[config.mk]
export PLATFORM = sky130hd
export DESIGN_NAME = tapgen_top
export DESIGN_NICKNAME = d
export VERILOG_FILES = /design/src/rtl/tapgen_pkg.sv /design/src/rtl/tapgen_cfg.sv /design/src/rtl/tapgen_align.sv /design/src/rtl/tapgen_seg.sv /design/src/rtl/tapgen_top.sv
export SDC_FILE = /design/constraint.sdc
export NUM_CORES = 1
export LEC_CHECK = 0
export ABC_AREA = 1
export BUFFER_PORTS_ARGS = -buffer_cell sky130_fd_sc_hd__buf_2
export CAP_MARGIN = 20
export CORE_ASPECT_RATIO = 0.7
export CORE_MARGIN = 10
export CORE_UTILIZATION = 40
export DETAILED_ROUTE_END_ITERATION = 7
export PLACE_DENSITY = 0.74
export SKIP_CTS_REPAIR_TIMING = 1
export SYNTH_ARGS = -nofsm -noshare
export SYNTH_HDL_FRONTEND = slang
export SYNTH_SLANG_ARGS = --single-unit
[constraint.sdc]
create_clock -name clk -period 0.95 [get_ports clk]
set_input_delay 0 -clock clk [delete_from_list [all_inputs] [get_ports clk]]
set_output_delay 0 -clock clk [all_outputs]
set_load 0.02 [all_outputs]
[src/rtl/tapgen_pkg.sv]
`timescale 1ns/1ps
package tapgen_pkg;
    localparam int PRE_SEGS_D  = 3;
    localparam int MAIN_SEGS_D = 15;
    localparam int POST_SEGS_D = 7;

    typedef struct packed {
        logic pre;
        logic main;
        logic post;
    } tap_t;

    typedef struct packed {
        logic emph_en;
        logic inv_bypass;
    } ctl_t;

    function automatic logic side_bit(input logic cursor, input ctl_t c);
        return cursor ^ ~c.inv_bypass;
    endfunction
endpackage

[src/rtl/tapgen_cfg.sv]
`timescale 1ns/1ps
module tapgen_cfg
    import tapgen_pkg::*;
#(
    parameter int PRE_CW  = 2,
    parameter int MAIN_CW = 4,
    parameter int POST_CW = 3
) (
    input  logic               clk,
    input  logic               rst,
    input  logic               wr,
    input  logic [PRE_CW-1:0]  pre_in,
    input  logic [MAIN_CW-1:0] main_in,
    input  logic [POST_CW-1:0] post_in,
    input  ctl_t               ctl_in,
    output logic [PRE_CW-1:0]  pre_q,
    output logic [MAIN_CW-1:0] main_q,
    output logic [POST_CW-1:0] post_q,
    output ctl_t               ctl_q
);
    always_ff @(posedge clk) begin
        if (rst) begin
            pre_q  <= '0;
            main_q <= '0;
            post_q <= '0;
            ctl_q  <= '0;
        end else if (wr) begin
            pre_q  <= pre_in;
            main_q <= main_in;
            post_q <= post_in;
            ctl_q  <= ctl_in;
        end
    end

    // registers hold without a write strobe
    a_r8_hold_without_write: assert property (@(posedge clk) disable iff (rst)
        (!$past(wr) && !$past(rst)) |->
            ($stable(pre_q) && $stable(main_q) && $stable(post_q) && $stable(ctl_q)));
endmodule

[src/rtl/tapgen_align.sv]
`timescale 1ns/1ps
module tapgen_align
    import tapgen_pkg::*;
(
    input  logic clk,
    input  logic rst,
    input  logic d_even,
    input  logic d_odd,
    output tap_t ev_q,
    output tap_t od_q
);
    logic even_s1, odd_s1, odd_s2;
    logic [1:0] age;

    always_ff @(posedge clk) begin
        if (rst) begin
            even_s1 <= 1'b0;
            odd_s1  <= 1'b0;
            odd_s2  <= 1'b0;
            ev_q    <= '0;
            od_q    <= '0;
        end else begin
            even_s1   <= d_even;
            odd_s1    <= d_odd;
            odd_s2    <= odd_s1;
            ev_q.main <= even_s1;
            ev_q.pre  <= odd_s1;
            ev_q.post <= odd_s2;
            od_q.main <= odd_s1;
            od_q.pre  <= d_even;
            od_q.post <= even_s1;
        end
    end

    always_ff @(posedge clk) begin
        if (rst)              age <= 2'd0;
        else if (age != 2'd3) age <= age + 2'd1;
    end

    a_r2_even_main: assert property (@(posedge clk) disable iff (rst)
        (age >= 2'd2) |-> (ev_q.main == $past(d_even, 2)));

    a_r3_even_pre: assert property (@(posedge clk) disable iff (rst)
        (age >= 2'd2) |-> (ev_q.pre == $past(d_odd, 2)));

    a_r3_even_post: assert property (@(posedge clk) disable iff (rst)
        (age == 2'd3) |-> (ev_q.post == $past(d_odd, 3)));

    a_r4_odd_taps: assert property (@(posedge clk) disable iff (rst)
        (age >= 2'd2) |-> (od_q.pre == $past(d_even, 1) &&
                           od_q.post == $past(d_even, 2) &&
                           od_q.main == $past(d_odd, 2)));
endmodule

[src/rtl/tapgen_seg.sv]
`timescale 1ns/1ps
module tapgen_seg #(
    parameter int SEGS = 7,
    parameter int CW   = $clog2(SEGS + 1)
) (
    input  logic          enable,
    input  logic [CW-1:0] count,
    output logic [SEGS-1:0] en
);
    for (genvar i = 0; i < SEGS; i++) begin : g_seg
        assign en[i] = enable && (32'(count) > 32'(i));
    end
endmodule

[src/rtl/tapgen_top.sv]
`timescale 1ns/1ps
module tapgen_top
    import tapgen_pkg::*;
#(
    parameter int PRE_SEGS  = PRE_SEGS_D,
    parameter int MAIN_SEGS = MAIN_SEGS_D,
    parameter int POST_SEGS = POST_SEGS_D,
    localparam int PRE_CW   = $clog2(PRE_SEGS + 1),
    localparam int MAIN_CW  = $clog2(MAIN_SEGS + 1),
    localparam int POST_CW  = $clog2(POST_SEGS + 1)
) (
    input  logic                 clk,
    input  logic                 rst,
    input  logic                 d_even,
    input  logic                 d_odd,
    input  logic                 cfg_wr,
    input  logic [PRE_CW-1:0]    cfg_pre_cnt,
    input  logic [MAIN_CW-1:0]   cfg_main_cnt,
    input  logic [POST_CW-1:0]   cfg_post_cnt,
    input  logic                 cfg_emph_en,
    input  logic                 cfg_inv_bypass,
    output logic                 ev_pre,
    output logic                 ev_main,
    output logic                 ev_post,
    output logic                 od_pre,
    output logic                 od_main,
    output logic                 od_post,
    output logic [PRE_SEGS-1:0]  seg_pre_en,
    output logic [MAIN_SEGS-1:0] seg_main_en,
    output logic [POST_SEGS-1:0] seg_post_en
);
    logic [PRE_CW-1:0]  pre_cnt;
    logic [MAIN_CW-1:0] main_cnt;
    logic [POST_CW-1:0] post_cnt;
    ctl_t ctl_in, ctl;
    tap_t ev_raw, od_raw;

    assign ctl_in = '{emph_en: cfg_emph_en, inv_bypass: cfg_inv_bypass};

    tapgen_cfg #(.PRE_CW(PRE_CW), .MAIN_CW(MAIN_CW), .POST_CW(POST_CW)) u_cfg (
        .clk(clk), .rst(rst), .wr(cfg_wr),
        .pre_in(cfg_pre_cnt), .main_in(cfg_main_cnt), .post_in(cfg_post_cnt),
        .ctl_in(ctl_in),
        .pre_q(pre_cnt), .main_q(main_cnt), .post_q(post_cnt), .ctl_q(ctl)
    );

    tapgen_align u_align (
        .clk(clk), .rst(rst), .d_even(d_even), .d_odd(d_odd),
        .ev_q(ev_raw), .od_q(od_raw)
    );

    tapgen_seg #(.SEGS(PRE_SEGS), .CW(PRE_CW)) u_seg_pre (
        .enable(ctl.emph_en), .count(pre_cnt), .en(seg_pre_en));
    tapgen_seg #(.SEGS(MAIN_SEGS), .CW(MAIN_CW)) u_seg_main (
        .enable(1'b1), .count(main_cnt), .en(seg_main_en));
    tapgen_seg #(.SEGS(POST_SEGS), .CW(POST_CW)) u_seg_post (
        .enable(ctl.emph_en), .count(post_cnt), .en(seg_post_en));

    assign ev_main = ev_raw.main;
    assign od_main = od_raw.main;
    assign ev_pre  = side_bit(ev_raw.pre,  ctl);
    assign ev_post = side_bit(ev_raw.post, ctl);
    assign od_pre  = side_bit(od_raw.pre,  ctl);
    assign od_post = side_bit(od_raw.post, ctl);

    a_r6_main_count: assert property (@(posedge clk) disable iff (rst)
        $countones(seg_main_en) ==
            ((32'(main_cnt) > MAIN_SEGS) ? MAIN_SEGS : 32'(main_cnt)));

    a_r6_low_first: assert property (@(posedge clk) disable iff (rst)
        (main_cnt != '0) |-> seg_main_en[0]);

    a_r7_side_off: assert property (@(posedge clk) disable iff (rst)
        !ctl.emph_en |-> (seg_pre_en == '0 && seg_post_en == '0));
endmodule

==> metrics.md <==
| Metric | Value |
|---|---|
| Max-slew headroom | `75.92%` |
| Die Outline Area | `about 0.0043 mm²` |
| Slew Limit Fails | `0` |
| Vias | `913` |
| Post-synth EDFFs | `0` |
| CP startpoint kind | `flip-flop` |
| Placer's final routability congestion estimate | `about 0.8` |
| Total inserted antenna cells | `0` |
| P per Cell Area | `between 1000 and 1500 mW/mm²` |
| Setup ws final | `-0.1178 ns` |
| Crit. End Element | `primary output` |
| Clock Tree Buf Depth | `2` |
| Mapped Nets | `149` |
| Start point of the critical path | `u_cfg.main_q[3]$_SDFFE_PP0P_` |
| Slew at the pin closest to its max-slew limit | `between 0.3 and 0.4 ns` |
| Gr usage total | `10.49%` |
| Residual DRC | `0` |
| Final setup viols | `26` |
| Initial drt markers | `47` |
| Tcrit/Tclk final | `112.4%` |
| Reg-to-reg setup timing slack | `0.30 ns` |
| Final hold violations | `0` |
| CP bufs+invs | `1` |
| Initial Util | `43.00%` |
| Critical-path cell list | `nand2_4 > nor2_2 > buf_6` |
| Fin nets | `198` |
| Critical Path RT | `0.95 ns` |
| Core ar. | `~0.0019 mm²` |
| Instance count of the mapped netlist | `133` |
| Yosys warns | `0` |
| Outcome | `complete, but fails checks` |
| Initial antenna violation count | `0` |
| CP Capture Point | `seg_main_en[12]` |
| Crit path DAT | `about 1.1 ns` |
| Num ports | `47` |
| R2r startpoint | `u_cfg.main_q[3]$_SDFFE_PP0P_` |
| Distinct cells, synth | `13` |
| Ys flop type | `dfxtp_1` |
| Clk sinks | `16` |
| Failing checks | `setup timing` |
| Reg clk slew, reported paths | `0.08 ns` |
| Dpl ws | `0.08562 ns` |
| Fmax | `936.5 MHz` |
| CTS Buf Count | `3` |
| GR Overflow Total | `0` |
| Clock latency on the worst-skew pair | `between 0.2 and 0.3 ns` |
| TritonRoute pass-1 iters | `4` |
| Crit-path max FO | `7` |
| Area Growth Syn to Fin | `64.37%` |
| Fill count | `roughly 170` |
| Setup CP Type | `reg2out` |
| Final Skew | `0.00006764 ns` |
| VDD IR-drop max | `0.9058 mV` |
| Mapped Avg Cell Area | `6.153 µm²` |
| Non-Filler Instances | `202` |
| Max stage delay on crit path | `0.42 ns` |
| Clock root cell | `clkbuf_4` |
| Async S/R FF share, synth | `0%` |
| LEAKAGE | `roughly 0.76 nW` |
| Critical-path top delay cell | `dfxtp_4` |
| Pin count of the biggest net entering global routing | `23` |
| Core Rows | `13` |
| Die X | `74.06 µm` |
| Layout cells sized above 1 | `48.33%` |
| Reg2Reg Depth | `2` |
| WL per Instance | `13.02 µm` |
| Synthesized flop and latch total | `16` |
| Post-detailed-placement half-perimeter wirelength | `1852 µm` |
| Tmin final | `roughly 1.1 ns` |
| Crit-path leading delay family | `flip-flops` |
| Critical path depth | `3` |
| Max cap viols | `0` |
| First-pass GRT wire length | `3663 µm` |
| Post-synthesis sequential area ratio | `39.14%` |
| R2R Path End | `u_cfg.main_q[3]$_SDFFE_PP0P_` |
| Placed cell count | `196` |
| Final wirelength | `2631 µm` |
| Die height | `57.84 µm` |
| Antenna Nets Post-Route | `0` |
| H-tree lvl count | `1` |
| RSZ-0062 raised after global routing | `true` |
| CTS tree | `yes` |
| Worst hold path class | `in2reg` |
| IO Port Bufs | `46` |
| Mapped cell area | `roughly 800 µm²` |
| Post-DR vias/cell | `4.520` |
| Vias in the first global route | `813` |
## synth_stat cells, types with 2 or more instances
library cell / number / area share (%)
nand2_1: 34 / 16
buf_6: 3 / 4.1
a21oi_1: 2 / 1.2
o21ai_0: 7 / 4.3
dfxtp_1: 16 / 39
nor2_1: 34 / 16
inv_1: 28 / 13
xnor2_1: 4 / 4.3
## layout by cell type (no fill, tap or decap), drive strengths merged
master | Yosys | layout
clkbuf | 1 | 3
buf | 4 | 46
o21ai | 7 | 7
nand2 | 34 | 34
a21oi | 2 | 2
inv | 29 | 29
dfxtp | 16 | 16
dlygate4sd3 | 0 | 3
xnor2 | 4 | 4
nor2 | 35 | 35
nand3 | 1 | 1
## flip-flops by register name (all words and copies together), names as in the netlist
name	count
u_cfg.main_q	4
u_cfg.ctl_q	2
u_align.odd_s1	1
u_align.od_q	2
u_cfg.pre_q	2
u_align.ev_q	2
u_cfg.post_q	3
## area by class of cell
cell class,instances,area [µm²],area share [%]
Sequential cell,16,352.8,26.23
Multi-Input combinational cell,83,447.9,33.30
Tap cell,22,27.53,2.047
Inverter,29,108.9,8.093
Clock buffer,3,22.52,1.674
Timing Repair Buffer,49,385.4,28.65
## layer usage
| metal | vias up | GRT usage [%] | wire length [µm] |
|---|---|---|---|
| li1 | 477 | - | - |
| met4 | 0 | 1.592 | 0 |
| met1 | 400 | 10.90 | 946 |
| met2 | 36 | 17.84 | 1375 |
| met3 | 0 | 6.633 | 309 |
| met5 | - | 0 | 0 |
## where the power goes
| part | internal [mW] | switching, mW |
|---|---|---|
| clock | 0.147 | 0.183 |
| combinational | 0.223 | 0.273 |
| sequential | 0.709 | 0.0715 |
## worst min path at each step
stage	start	to	slack [ns]	cells past startpoint
global route	cfg_post_cnt[0]	u_cfg.post_q[0]$_SDFFE_PP0P_	0.0000009	5
floorplan	rst	u_align.od_q[2]$_SDFF_PP0_	0.07	1
finish	cfg_post_cnt[0]	u_cfg.post_q[0]$_SDFFE_PP0P_	0.004	5
detailed placement	d_even	u_align.od_q[2]$_SDFF_PP0_	0.21	3
CTS	d_even	u_align.od_q[2]$_SDFF_PP0_	-0.09	3
global placement	d_odd	u_align.odd_s1$_SDFF_PP0_	0.20	3
## worst register-to-register path: cells and delay by family (launching register included)
kind,cells,cell delay [ns]
flops,1,0.39
simple gates,2,0.16
## kinds of logic (layout without fill, tap and decap cells)
logic type,count (synthesis),count (layout),share of synthesized area (%)
buffers and inverters,34,81,18.50
flip-flops,16,16,39.14
AO/OA/AOI/OAI,9,9,5.504
XOR/XNOR,4,4,4.281
AND/OR/NAND/NOR,70,70,32.57
## per-stage QoR
stage / utilization [%] / area (µm²) / TNS (ns) / hold slack (ns) / total power [mW]
2_1_floorplan: - / 818.3 / 0 / 0.07118 / 1.021
3_3_place_gp: 54.31 / 1033 / 0 / 0.1993 / 1.140
3_5_place_dp: 54.31 / 1033 / 0 / 0.2072 / 1.152
4_1_cts: 55.49 / 1056 / -4.731 / -0.08997 / 1.485
5_1_grt: 70.68 / 1345 / -3.011 / 0.0000008882 / 1.717
6_report: 70.68 / 1345 / -1.521 / 0.003623 / 1.606
Power figures use the tool's default switching activity.
